[src/rtl/ppu_stat_pkg.sv]
package ppu_stat_pkg;
  localparam int unsigned NUM_HIT = 2;
  localparam int unsigned HIT_S0  = 0;
  localparam int unsigned HIT_OVF = 1;
  localparam int unsigned OB_W    = 5;
endpackage

[src/rtl/stat_bus.sv]
module stat_bus #(
  parameter int unsigned ADDR_W    = 3,
  parameter int unsigned STAT_ADDR = 2
) (
  input  logic              clk_i,
  input  logic              rst_ni,
  input  logic              m2_i,
  input  logic              sel_i,
  input  logic              rw_i,
  input  logic [ADDR_W-1:0] addr_i,
  input  logic [7:0]        data_i,
  output logic              rd_start_o,
  output logic              rd_end_o,
  output logic [7:0]        ob_o
);
  logic io_ce_n, m2_q, rd_act_q, rd_hit;
  logic [7:0] ob_q;

  // register window is open only while M2 is high
  assign io_ce_n    = ~m2_i;
  assign rd_hit     = sel_i & rw_i & (addr_i == ADDR_W'(STAT_ADDR)) & ~io_ce_n;
  assign rd_start_o = rd_hit & ~m2_q;
  assign rd_end_o   = rd_act_q & io_ce_n;
  assign ob_o       = ob_q;

  always_ff @(posedge clk_i or negedge rst_ni) begin
    if (!rst_ni) begin
      m2_q     <= 1'b0;
      rd_act_q <= 1'b0;
      ob_q     <= '0;
    end else begin
      m2_q <= m2_i;
      if (rd_start_o)   rd_act_q <= 1'b1;
      else if (io_ce_n) rd_act_q <= 1'b0;
      if (sel_i && !rw_i && !io_ce_n) ob_q <= data_i;
    end
  end
endmodule

[src/rtl/stat_flag_lag.sv]
module stat_flag_lag #(
  parameter int unsigned LAG = 2
) (
  input  logic clk_i,
  input  logic rst_ni,
  input  logic ev_i,
  input  logic step_i,
  input  logic clr_i,
  output logic flag_o,
  output logic flag_nx_o
);
  localparam int unsigned CNT_W = $clog2(LAG + 2);
  localparam logic [CNT_W-1:0] LOAD = CNT_W'(LAG + 1);

  logic [CNT_W-1:0] cnt_q;
  logic             flag_q;

  always_comb begin
    flag_nx_o = flag_q;
    if (step_i && cnt_q == CNT_W'(1)) flag_nx_o = 1'b1;
    if (clr_i) flag_nx_o = 1'b0;
  end

  assign flag_o = flag_q;

  always_ff @(posedge clk_i or negedge rst_ni) begin
    if (!rst_ni) begin
      cnt_q  <= '0;
      flag_q <= 1'b0;
    end else begin
      flag_q <= flag_nx_o;
      if (clr_i)                       cnt_q <= '0;
      else if (ev_i)                   cnt_q <= LOAD;
      else if (step_i && cnt_q != '0)  cnt_q <= cnt_q - CNT_W'(1);
    end
  end
endmodule

[src/rtl/stat_vblank.sv]
module stat_vblank #(
  parameter int unsigned POS_W    = 9,
  parameter int unsigned VBL_LINE = 241,
  parameter int unsigned PRE_LINE = 261,
  parameter int unsigned SET_DOT  = 1,
  parameter int unsigned RACE_WIN = 6
) (
  input  logic             clk_i,
  input  logic             rst_ni,
  input  logic             pclk0_i,
  input  logic             pclk1_i,
  input  logic [POS_W-1:0] line_i,
  input  logic [POS_W-1:0] dot_i,
  input  logic             rd_start_i,
  input  logic             rd_end_i,
  input  logic             nmi_en_i,
  output logic             vbl_o,
  output logic             vbl_nx_o,
  output logic             pre_pt_o,
  output logic             nmi_o
);
  localparam int unsigned CW = $clog2(RACE_WIN + 2);
  localparam logic [CW-1:0] SAT = CW'(RACE_WIN + 1);
  localparam logic [CW-1:0] WIN = CW'(RACE_WIN);

  logic          set_pt, hd, vbl_q, blk_q, blk_nx;
  logic [CW-1:0] since_set_q, since_rd_q;

  assign set_pt   = pclk0_i & (line_i == POS_W'(VBL_LINE)) & (dot_i == POS_W'(SET_DOT));
  assign pre_pt_o = pclk0_i & (line_i == POS_W'(PRE_LINE)) & (dot_i == POS_W'(SET_DOT));
  assign hd       = pclk0_i | pclk1_i;

  always_comb begin
    vbl_nx_o = vbl_q;
    if (set_pt)   vbl_nx_o = 1'b1;
    if (rd_end_i) vbl_nx_o = 1'b0;
    if (pre_pt_o) vbl_nx_o = 1'b0;
  end

  // race: read start within the window on either side of the set point
  always_comb begin
    blk_nx = blk_q;
    if (set_pt && (rd_start_i || since_rd_q <= WIN)) blk_nx = 1'b1;
    if (rd_start_i && since_set_q <= WIN)            blk_nx = 1'b1;
    if (pre_pt_o)                                    blk_nx = 1'b0;
  end

  assign vbl_o = vbl_q;
  // hold NMI until the race window has closed
  assign nmi_o = vbl_q & nmi_en_i & ~blk_q & (since_set_q == SAT);

  always_ff @(posedge clk_i or negedge rst_ni) begin
    if (!rst_ni) begin
      vbl_q       <= 1'b0;
      blk_q       <= 1'b0;
      since_set_q <= SAT;
      since_rd_q  <= SAT;
    end else begin
      vbl_q <= vbl_nx_o;
      blk_q <= blk_nx;
      if (set_pt)                     since_set_q <= CW'(1);
      else if (hd && since_set_q != SAT) since_set_q <= since_set_q + CW'(1);
      if (rd_start_i)                 since_rd_q <= CW'(1);
      else if (hd && since_rd_q != SAT)  since_rd_q <= since_rd_q + CW'(1);
    end
  end
endmodule

[src/rtl/ppu_status_nmi.sv]
module ppu_status_nmi
  import ppu_stat_pkg::*;
#(
  parameter int unsigned POS_W     = 9,
  parameter int unsigned ADDR_W    = 3,
  parameter int unsigned STAT_ADDR = 2,
  parameter int unsigned VBL_LINE  = 241,
  parameter int unsigned PRE_LINE  = 261,
  parameter int unsigned SET_DOT   = 1,
  parameter int unsigned RACE_WIN  = 6,
  parameter int unsigned HIT_LAG   = 2,
  parameter int unsigned OVF_LAG   = 0
) (
  input  logic              clk_i,
  input  logic              rst_ni,
  input  logic              pclk0_i,
  input  logic              pclk1_i,
  input  logic [POS_W-1:0]  line_i,
  input  logic [POS_W-1:0]  dot_i,
  input  logic              m2_i,
  input  logic              sel_i,
  input  logic              rw_i,
  input  logic [ADDR_W-1:0] addr_i,
  input  logic [7:0]        data_i,
  input  logic              nmi_en_i,
  input  logic              s0_hit_i,
  input  logic              ovf_i,
  output logic [7:0]        status_o,
  output logic              nmi_o
);
  logic               rd_start, rd_end, vbl_flag, vbl_nx, pre_pt;
  logic [7:0]         ob;
  logic [NUM_HIT-1:0] hit_ev, hit_flag, hit_nx;
  logic [7:0]         status_q;

  stat_bus #(.ADDR_W(ADDR_W), .STAT_ADDR(STAT_ADDR)) u_bus (
    .clk_i, .rst_ni, .m2_i, .sel_i, .rw_i, .addr_i, .data_i,
    .rd_start_o(rd_start), .rd_end_o(rd_end), .ob_o(ob)
  );

  stat_vblank #(
    .POS_W(POS_W), .VBL_LINE(VBL_LINE), .PRE_LINE(PRE_LINE),
    .SET_DOT(SET_DOT), .RACE_WIN(RACE_WIN)
  ) u_vbl (
    .clk_i, .rst_ni, .pclk0_i, .pclk1_i, .line_i, .dot_i,
    .rd_start_i(rd_start), .rd_end_i(rd_end), .nmi_en_i,
    .vbl_o(vbl_flag), .vbl_nx_o(vbl_nx), .pre_pt_o(pre_pt), .nmi_o
  );

  assign hit_ev[HIT_S0]  = s0_hit_i;
  assign hit_ev[HIT_OVF] = ovf_i;

  for (genvar g = 0; g < NUM_HIT; g++) begin : g_lag
    localparam int unsigned LAG = (g == HIT_S0) ? HIT_LAG : OVF_LAG;
    stat_flag_lag #(.LAG(LAG)) u_lag (
      .clk_i, .rst_ni, .ev_i(hit_ev[g]), .step_i(pclk1_i), .clr_i(pre_pt),
      .flag_o(hit_flag[g]), .flag_nx_o(hit_nx[g])
    );
  end

  // capture includes a flag being set on this very half-dot
  always_ff @(posedge clk_i or negedge rst_ni) begin
    if (!rst_ni)       status_q <= '0;
    else if (rd_start) status_q <= {vbl_nx, hit_nx[HIT_S0], hit_nx[HIT_OVF], ob[OB_W-1:0]};
  end

  assign status_o = status_q;
endmodule

[config.mk]
export PLATFORM = sky130hd
export DESIGN_NAME = ppu_status_nmi
export DESIGN_NICKNAME = d
export VERILOG_FILES = /design/src/rtl/ppu_stat_pkg.sv /design/src/rtl/stat_bus.sv /design/src/rtl/stat_flag_lag.sv /design/src/rtl/stat_vblank.sv /design/src/rtl/ppu_status_nmi.sv
export SDC_FILE = /design/constraint.sdc
export NUM_CORES = 1
export LEC_CHECK = 0
export BUFFER_PORTS_ARGS = -buffer_cell sky130_fd_sc_hd__buf_2
export CORE_MARGIN = 2
export CORE_UTILIZATION = 35
export DETAILED_ROUTE_END_ITERATION = 16
export PLACE_DENSITY = 0.66
export SYNTH_ARGS = -nofsm -noshare
export SYNTH_HDL_FRONTEND = slang
export SYNTH_SLANG_ARGS = --single-unit
[constraint.sdc]
create_clock -name clk_i -period 1.79 [get_ports clk_i]
set_clock_uncertainty 0.2 [all_clocks]
set_input_delay 0.179 -clock clk_i [delete_from_list [all_inputs] [get_ports clk_i]]
set_output_delay 0.179 -clock clk_i [all_outputs]
set_load 0.05 [all_outputs]
After elaboration in Yosys (flattened, before gate mapping)
Index checks and enable logic that the tools add are counted.
Widths: inputs -> output; s select.

cells by class
  add/subtract/negate cells = 4
  order comparisons = 2
  eq/ne operators = 9
  mux-type cells = 22
  bitwise operators = 16
  reductions and logical operators = 17

operators with widths
  cell                 count
  $mux 1               15
  $and 1x1->1          12
  $mux 3               4
  $eq 9x1->1 const B   1
  $eq 9x8->1 const B   1
  $eq 9x9->1 const B   1
  $logic_and 1x1->1    9
  $reduce_bool 3->1    3
  $add 3x1->3 const B  2
  $le 3x3->1 const B   2
  $mux 2               3
  $ne 3x3->1 const B   2
  $reduce_bool 2->1    3
  $eq 3x2->1 const B   1
  $eq 3x3->1 const B   1
  $not 1->1            3
  $eq 2x1->1 const B   1
  $ne 2x1->1 const B   1
  $sub 2x1->2 const B  1
  $logic_not 1->1      1
  $logic_or 1x1->1     1
  $or 1x1->1           1
  $sub 1x1->1 const B  1

storage, ports and cells
  register bits = 28
  input bits = 39
  output and inout bits = 9
  word-level logic and storage cells = 82

Longest topological paths before layout
Gate-level depths: netlist (run 1).

  word-level depth = 9
  depth in mapped cells = 6
  gate-level depth less buffers = 6

By module
Synthesis (run 1) repeated with hierarchy kept, for this count alone.

second synthesis, totals
  cell total of the unflattened synthesis = 115
  area total of the unflattened synthesis = 1,503.9 µm²

modules (own cells, without submodules)
  module                          times used  cells an instance  area each (µm²)  sequential area each (µm²)
  stat_vblank                     1           50                 521.8            207.7
  stat_bus                        1           25                 400.4            250.2
  ppu_status_nmi                  1           17                 331.6            200.2
  stat_flag_lag (g_lag[0].u_lag)  1           16                 172.7            75.1
  stat_flag_lag (g_lag[1].u_lag)  1           7                  77.6             50.0

Worst setup path before layout (run 1)
No wires, ideal clock.

  kind = register to output
  start = register u_vbl.since_set_q[0]
  end = output nmi_o
  arrival time = 1.906 ns
  data required time = 1.411 ns
  slack = -0.495 ns
  cell stages (with the launch flop) = 5
  buffers on the path = 0
  cell sequence = dfstp_2 ha_1 ha_1 nand2_1 nor3_1

between the ends
  cells in the longest elaborated chain, start to end = 2

ends and longest elaborated chain
  item                    RTL line              source
  from (decl)             stat_vblank.sv:27     logic [CW-1:0] since_set_q, since_rd_q;
  from (signal assigned)  stat_vblank.sv:62     else if (hd && since_set_q != SAT) since_set_q <= since_set_q + CW'(1);
  $eq 3x3->1              stat_vblank.sv:50     assign nmi_o = vbl_q & nmi_en_i & ~blk_q & (since_set_q == SAT);
  $and 1x1->1             stat_vblank.sv:50
  to (decl)               ppu_status_nmi.sv:29  output logic nmi_o

No other way between the ends.

Worst setup path after layout (run 1)
  start = register u_vbl.since_set_q[1]
  end = output nmi_o

The elaborated chain is that of the path after synthesis.

==> out/metrics.cfg, run 1 <==
[logic_synthesis]
synth_warnings = 0
synth_compound_area_share_pct = 7.24
synth-adder-area-share_pct = 7.52
synth_top_area_share_pct = 41.4
synth_top_family_by_area = simple AND/OR/NAND/NOR gates
synthSimpleGateAreaFrac_pct = 21.8
postSynthAreaPerCell_um2 = 10.4
netlist_area_um2 = 1330
muxShareOfSynthArea_pct = 5.73
synth_area_leader_cell = dfrtp_1
synth_cell_types = 28
syn-num-nets = 175
synth_cells = 128
synth_area_leaders = dfrtp_1, dfstp_2, ha_1, nand2_1, mux2_2
synth_xor_area_share_pct = 1.97
seq_area_frac_synth_pct = 53.2
ys_ff_latch = 28

[timing]
period_share_pct = 102
worst_slack_ps = -38.5
max_freq_mhz = 547
fin_crit_ps = 1830
slew_viol_final = 0
slew_headroom_pct = 59.2
tightest_slew_ps = 612
hold_viol_final = 0
rsz0062_at_grt = yes
setup_viol = 1

[global_route]
grt_overflow = 0
grt_pass1_wl_um = 5230
antenna_found_initial = 0
grt_pass1_vias = 1251
grt_start_max_net_pins = 29
grtUsageTotal_pct = 15.8

[layout]
n_fill_cell = 340
multiInputGateArea_um2 = 633
synthToLayoutAreaGrowth_pct = 40.1
regArea_um2 = 708
fin_nets = 240
drive_gt1_share_pct = 39.1
fin_util_pct = 51.0
fin_area_um2 = 1870
diodes = 0

[power]
power.leakage_nw = 0.914
power_density_nw_per_um2 = 1100
peakVddDrop_mv = 0.545

[placed_design]
io_buffers = 44
hpwl_um = 2210
globalplace.congestion = 0.708
place_area_um2 = 1650

[detailed_routing]
via_per_inst = 4.83
num_vias = 1158
post_drt_wl_per_cell_um = 12.5
drt_first_pass_iters = 4
ant_nets = 0
drc_errors = 0
drt_iter0_markers = 21
wirelength_um = 3000

[worst_setup_path]
crit_type = reg2out
cp.arrival_ps = 1450
cp.required_ps = 1410
crit_fanout = 2
rr_worst_depth = 3
cp-end-kind = output pin
cp-start-kind = flop

[hold_path]
hold_depth = 3
min_path_type = in2reg

[clock_network]
clock_latency_ps = 270
htree_levels = 1
cts_tree = done
cts_inserted_buffers = 3
clkSinkCount = 28
cts-root-buf = clkbuf_8
clk_pin_slew_ps = 90
clockBufferDepth = 2

[floorplanning]
fp-row-count = 22
initial_core_util_pct = 36.4
die_h_um = 65.7
io_pins = 48
die-area_um2 = 4310
coreArea_um2 = 3660
die_x_um = 65.7

[run]
cap_violations = 0

[outcome]
violations = setup timing
status = finished with violations

[synthesized netlist by cell type]
library cell  count
inv_1             6
dfrtp_1          22
a21oi_1           5
xnor2_1           3
clkbuf_1          3
nor4_1            3
nand3b_1          2
or4_1             1
o31ai_1           3
o41a_1            1
nor2b_1           2
or2_2             1
or4_4             1
nand3_1           1
a221oi_2          1
nor2_1           15
nand2_1          25
a211oi_1          2
mux2_2            5
dfstp_2           6
ha_1              8
mux2i_1           2
nor3_1            4
nand4_1           2
nor4_2            1
and4bb_2          1
nand2b_1          1
o21bai_1          1
[routing by layer]
metal	part of all wire (%)	vias to the layer above	track usage, %
li1	-	568	-
met1	42	536	17.4
met2	50	50	30.3
met3	7.2	4	2.57
met4	0.70	0	5.47
met5	0	-	0
[state kept, by name (all words and copies together) (netlist names)]
register	cells
u_vbl.since_set_q	3
u_vbl.blk_q	1
status_o	8
g_lag.u_lag.flag_o	2
u_bus.rd_act_q	1
g_lag.u_lag.cnt_q	3
u_vbl.vbl_o	1
u_bus.ob_o	5
u_bus.m2_q	1
u_vbl.since_rd_q	3
[final timing paths]
| path | startpoint | end | slack, ps |
|---|---|---|---|
| min | m2_i | u_vbl.vbl_o | 9 |
| max reg2reg | u_bus.m2_q | u_vbl.blk_q | 160 |
| min in group asynchronous | rst_ni | status_o[1] | 250 |
| max in group asynchronous | rst_ni | status_o[2] | 740 |
| min reg2reg | u_bus.ob_o[0] | status_o[0] | 270 |
| max | u_vbl.since_set_q[1] | nmi_o | -40 |
[kinds of logic (layout without fill, tap and decap cells)]
logic type / after synthesis / after routing
XOR/XNOR: 3 / 3
buffers and inverters: 9 / 73
flip-flops: 28 / 28
multiplexers: 7 / 7
adder cells (fa/ha/maj): 8 / 8
AND/OR/NAND/NOR: 60 / 60
AO/OA/AOI/OAI: 13 / 13
[what timing repair did]
action,4_1_cts,5_1_grt
setup buffers,2,1
gates resized for setup,7,1
pin swaps,1,0
endpoints found under the hold margin,33,0
setup endpoints to repair,1,1
hold buffers,11,0
[through the flow]
| stage | instances | hold slack [ps] | total power [mW] | TNS [ps] | setup WS, ps |
|---|---|---|---|---|---|
| floorplan | 128 | -317 | 1.39 | 0 | 94.6 |
| global placement | 222 | 9.31 | 1.54 | 0 | 10.2 |
| detailed placement | 222 | 28.9 | 1.60 | -98.7 | -85.7 |
| CTS | 239 | 10.6 | 2.06 | -45.9 | -45.9 |
| global route | 240 | 18.9 | 2.23 | -122 | -122 |
| finish | 240 | 9.40 | 2.05 | -38.5 | -38.5 |
[layout by cell type, fill, tap and decap left out, types with 2 or more instances in the layout]
master         synthesis  layout
nand3b_1               2       2
nor3_1                 4       3
buf_4                  0       8
ha_1                   8       6
dfrtp_1               22      22
nor4_1                 3       3
o31ai_1                3       3
xnor2_1                3       3
dlygate4sd3_1          0      11
a21oi_1                5       5
ha_4                   0       2
nand4_1                2       2
nand2_1               25      24
nor2b_1                2       2
clkbuf_8               0       3
mux2i_1                2       2
nor2_1                15      15
mux2_2                 5       5
dfstp_2                6       6
inv_1                  6       6
a211oi_1               2       2
buf_2                  0      43
[area by class of cell]
| class | count | share of cell area [%] |
|---|---|---|
| clock buffer | 4 | 2.41 |
| inverter | 6 | 1.21 |
| timing repair buffer | 63 | 21.3 |
| tap | 48 | 3.22 |
| sequential | 28 | 38.0 |
| multi-input combinational | 91 | 33.9 |
[report_power, final]
group / internal, mW / leakage, nW / switching (mW)
clock: 0.159 / 0.0228 / 0.183
sequential: 0.831 / 0.327 / 0.111
combinational: 0.352 / 0.564 / 0.419
total: 1.34 / 0.914 / 0.712
[worst max-delay path, stage by stage, from the launching register on]
cell	delay, ps
dfstp_2	560
ha_4	140
ha_4	130
nand2_4	50
nor3_4	120
buf_6	180
(Power assumes the default switching activity.)
==> inputs of run 2 (changes only) <==
- CORE_ASPECT_RATIO: unset -> 1.1
==> out/metrics.cfg, run 2 (synthesis results as in run 1) <==
[timing]
setup_viol = 1  ; unchanged
fin_crit_ps = 1810  ; was 1830 ps
hold_viol_final = 0  ; unchanged
max_freq_mhz = 554  ; was 547 MHz
hold_ws_ps = 5.89  ; was 9.40 ps
worst_slack_ps = -15.5  ; was -38.5 ps
setup_tns_ps = -15.5  ; was -38.5 ps
period_share_pct = 101  ; was 102%
rsz0062_at_grt = yes  ; unchanged
slew_headroom_pct = 59.1  ; was 59.2%
slew_viol_final = 0  ; unchanged
tightest_slew_ps = 614  ; was 612 ps

[worst_setup_path]
rr_worst_depth = 6  ; was 3
cp.arrival_ps = 1430  ; was 1450 ps
crit_type = reg2out  ; unchanged
cp-start-kind = flop  ; unchanged
startpoint = u_vbl.since_set_q[0]  ; was u_vbl.since_set_q[1]
cp.required_ps = 1410  ; about the same
crit_fanout = 2  ; unchanged
cp-end-kind = output pin  ; unchanged
timing.rr.start = u_vbl.since_set_q[0]  ; was u_bus.m2_q

[placed_design]
globalplace.congestion = 0.708  ; about the same
place_ws_ps = -120  ; was -85.7 ps
place_area_um2 = 1650  ; about the same
hpwl_um = 2150  ; was 2210 µm
dp_cells = 224  ; was 222
io_buffers = 44  ; unchanged

[layout]
fin_nets = 238  ; was 240
drive_gt1_share_pct = 40.5  ; was 39.1%
fin_area_um2 = 1880  ; was 1870 µm²
diodes = 0  ; unchanged
largest_reg_flops = 8  ; unchanged
final_cell_mix = buf_2, nand2_1, dfrtp_1  ; unchanged
fin_util_pct = 51.4  ; was 51.0%
stdcell_count = 240  ; unchanged
synthToLayoutAreaGrowth_pct = 41.0  ; was 40.1%
final_common_cell = buf_2  ; unchanged

[floorplanning]
die_h_um = 68.7  ; was 65.7 µm
io_pins = 48  ; unchanged
die-area_um2 = 4310  ; about the same
die_x_um = 62.8  ; was 65.7 µm
coreArea_um2 = 3650  ; was 3660 µm²
fp-row-count = 23  ; was 22
initial_core_util_pct = 36.4  ; about the same

[global_route]
grt_pass1_wl_um = 4800  ; was 5230 µm
grt_start_max_net_pins = 29  ; unchanged
antenna_found_initial = 0  ; unchanged
grt_overflow = 0  ; unchanged
grt_pass1_vias = 1149  ; was 1251
grtUsageTotal_pct = 13.9  ; was 15.8%

[detailed_routing]
drt_iter0_markers = 32  ; was 21
post_drt_wl_per_cell_um = 11.7  ; was 12.5 µm
drc_errors = 0  ; unchanged
wirelength_um = 2800  ; was 3000 µm
num_vias = 1130  ; was 1158
drt_first_pass_iters = 4  ; unchanged
via_per_inst = 4.71  ; was 4.83
ant_nets = 0  ; unchanged

[power]
peakVddDrop_mv = 0.663  ; was 0.545 mV
clock_power_share_pct = 21.9  ; was 16.6%
switching_share_pct = 32.0  ; was 34.7%
power_density_nw_per_um2 = 1150  ; was 1100 nW/µm²
p_switching_mw = 0.694  ; was 0.712 mW
p_int_mw = 1.47  ; was 1.34 mW
fin_total_pwr_mw = 2.17  ; was 2.05 mW
power.leakage_nw = 0.919  ; was 0.914 nW
p_seq_share_pct = 43.3  ; was 45.8%
comb_power_share_pct = 34.7  ; was 37.5%

[clock_network]
clock_latency_ps = 260  ; was 270 ps
cts-root-buf = clkbuf_8  ; unchanged
clkSinkCount = 28  ; unchanged
cts_inserted_buffers = 3  ; unchanged
htree_levels = 1  ; unchanged
cts_tree = done  ; unchanged
clk_pin_slew_ps = 90  ; about the same
clockBufferDepth = 2  ; unchanged

[hold_path]
hp-start = line_i[2]  ; was m2_i
hold_depth = 3  ; unchanged
min_path_type = in2reg  ; unchanged

[run]
cap_violations = 0  ; unchanged

[outcome]
status = finished with violations  ; unchanged
violations = setup timing  ; unchanged

## run 2: power by group through the flow
stage	combinational [mW]	sequential, mW	clock [mW]
6_report	0.752	0.939	0.475
5_1_grt	0.849	0.958	0.529
4_1_cts	0.761	0.939	0.491
3_5_place_dp	0.641	0.943	0
3_3_place_gp	0.614	0.934	0
2_1_floorplan	0.368	1.03	0
## run 2: worst paths after layout
path                       slack (ps)              endpoint
max                               -20                 nmi_o
min                                 6  u_vbl.since_set_q[0]
max reg2reg                       150           u_vbl.blk_q
min reg2reg                       270           status_o[0]
max in group asynchronous         740           status_o[0]
min in group asynchronous         260         u_bus.ob_o[4]
## run 2: routing by layer
layer / wire [µm] / track usage (%) / up-vias
met4: 0 / 2.78 / 0
met5: 0 / 0 / -
met3: 163 / 1.95 / 0
met2: 1450 / 28.6 / 40
met1: 1190 / 15.4 / 529
li1: - / - / 561
## run 2: area by class of cell
cell class,instances,area [µm²]
inverters,6,22.5
flip-flops and latches,28,708
multi-input cells,91,636
fillers,351,1780
clock buffers,3,41.3
repair buffers,61,377
well taps,50,62.6
clock inverters,1,30.0
## run 2: worst max-delay path: stages, from the launching register on
cell and delay, ps:
dfstp_2 570, ha_4 140, ha_4 130, nand2_4 50
nor3_4 110, buf_6 170
## run 2: what timing repair did
action | in CTS | in global routing
endpoints found under the setup margin | 1 | 3
pin swaps | 1 | 0
endpoints found under the hold margin | 32 | 0
buffers inserted | 3 | 0
gates resized for setup | 8 | 1
hold buffers | 9 | 0
==> inputs of run 3 (changes only) <==
- BUFFER_PORTS_ARGS: -buffer_cell sky130_fd_sc_hd__buf_2 -> -buffer_cell sky130_fd_sc_hd__clkbuf_2
- TNS_END_PERCENT: unset -> 100
==> out/metrics.cfg, run 3 (synthesis results as in run 1) <==
[outcome]
status = finished with violations  ; unchanged
violations = setup timing  ; unchanged

[timing]
hold_ws_ps = 7.30  ; was 5.89 ps
slew_headroom_pct = 54.9  ; was 59.1%
setup_tns_ps = -37.2  ; was -15.5 ps
rsz0062_at_grt = yes  ; unchanged
max_freq_mhz = 547  ; was 554 MHz
tightest_slew_ps = 677  ; was 614 ps
worst_slack_ps = -37.2  ; was -15.5 ps
period_share_pct = 102  ; was 101%
slew_viol_final = 0  ; unchanged
hold_viol_final = 0  ; unchanged
fin_crit_ps = 1830  ; was 1810 ps
setup_viol = 1  ; unchanged

[layout]
synthToLayoutAreaGrowth_pct = 41.3  ; was 41.0%
largest_reg_flops = 8  ; unchanged
diodes = 0  ; unchanged
final_cell_mix = clkbuf_2, nand2_1, dfrtp_1  ; was buf_2, nand2_1, dfrtp_1
final_common_cell = clkbuf_2  ; was buf_2
drive_gt1_share_pct = 40.5  ; unchanged
fin_nets = 238  ; unchanged
fin_util_pct = 51.5  ; was 51.4%
fin_area_um2 = 1880  ; about the same
stdcell_count = 240  ; unchanged

[placed_design]
dp_cells = 224  ; unchanged
hpwl_um = 2160  ; was 2150 µm
place_ws_ps = 44.7  ; was -120 ps
globalplace.congestion = 0.716  ; was 0.708
place_area_um2 = 1650  ; unchanged
io_buffers = 44  ; unchanged

[clock_network]
cts-root-buf = clkbuf_8  ; unchanged
clockBufferDepth = 2  ; unchanged
htree_levels = 1  ; unchanged
clk_pin_slew_ps = 90  ; about the same
clock_latency_ps = 270  ; was 260 ps
cts_inserted_buffers = 3  ; unchanged
cts_tree = done  ; unchanged
clkSinkCount = 28  ; unchanged

[power]
fin_total_pwr_mw = 2.19  ; was 2.17 mW
power_density_nw_per_um2 = 1160  ; was 1150 nW/µm²
power.leakage_nw = 0.924  ; was 0.919 nW
peakVddDrop_mv = 0.817  ; was 0.663 mV

[worst_setup_path]
r2r_slack_ps = 130  ; was 150 ps
cp-start-kind = flop  ; unchanged
rr_worst_depth = 6  ; unchanged
cp.required_ps = 1410  ; about the same
crit_type = reg2out  ; unchanged
timing.rr.start = u_vbl.since_set_q[0]  ; unchanged
crit_fanout = 3  ; was 2
startpoint = u_vbl.since_set_q[0]  ; unchanged
cp-end-kind = output pin  ; unchanged
cp-endpoint = nmi_o  ; unchanged
rr_endpoint = u_vbl.since_set_q[1]  ; was u_vbl.blk_q
cp.arrival_ps = 1450  ; was 1430 ps

[floorplanning]
fp-row-count = 23  ; unchanged
io_pins = 48  ; unchanged
die_x_um = 62.8  ; unchanged
die_h_um = 68.7  ; unchanged
initial_core_util_pct = 36.4  ; unchanged
die-area_um2 = 4310  ; unchanged
coreArea_um2 = 3650  ; unchanged

[global_route]
antenna_found_initial = 0  ; unchanged
grt_pass1_vias = 1127  ; was 1149
grt_start_max_net_pins = 29  ; unchanged
grt_pass1_wl_um = 4820  ; was 4800 µm
grtUsageTotal_pct = 13.9  ; about the same
grt_overflow = 0  ; unchanged

[detailed_routing]
post_drt_wl_per_cell_um = 11.5  ; was 11.7 µm
drt_iter0_markers = 19  ; was 32
ant_nets = 0  ; unchanged
num_vias = 1134  ; was 1130
drc_errors = 0  ; unchanged
via_per_inst = 4.73  ; was 4.71
drt_first_pass_iters = 4  ; unchanged
wirelength_um = 2770  ; was 2800 µm

[hold_path]
min_path_type = in2reg  ; unchanged

[run]
cap_violations = 0  ; unchanged

[run 3: metal layers]
| layer | vias up | global-route usage, % | part of all wire (%) |
|---|---|---|---|
| met5 | - | 0 | 0 |
| met1 | 521 | 17.0 | 47 |
| met2 | 48 | 26.7 | 47 |
| li1 | 565 | - | - |
| met3 | 0 | 2.11 | 6.1 |
| met4 | 0 | 2.50 | 0 |
[run 3: repair_timing]
action,in CTS,in global routing
endpoints found under the hold margin,32,0
setup endpoints to repair,1,3
hold buffers,9,0
pin swaps,1,0
buffers inserted,2,1
gates resized for setup,8,2
[run 3: area by class of cell]
cell class                 instances  area (µm²)
inverter                           6        22.5
tap                               50        62.6
multi-input combinational         91         636
clock inverter                     1        30.0
fill                             347        1770
sequential                        28         708
clock buffer                       3        41.3
timing repair buffer              61         380
[run 3: how the worst min path moves through the flow]
stage,startpoint,to,slack [ps],cells after the start
global route,m2_i,u_vbl.vbl_o,5,3
finish,m2_i,u_vbl.vbl_o,7,3
CTS,m2_i,u_vbl.vbl_o,1,3
detailed placement,rst_ni,status_o[1],60,1
global placement,rst_ni,status_o[1],40,1
floorplan,rst_ni,g_lag[0].u_lag.cnt_q[0],-320,0
[run 3: power breakdown]
group          leakage [nW]  internal [mW]  switching, mW
Clock                0.0357          0.299          0.182
Combinational         0.561          0.347          0.413
Sequential            0.327          0.831          0.114
[run 3: critical path, cell delays in order (launching register included)]
cell     delay, ps
dfstp_2        570
ha_4           140
ha_4           130
nand2_4         50
nor3_4         130
buf_8          170
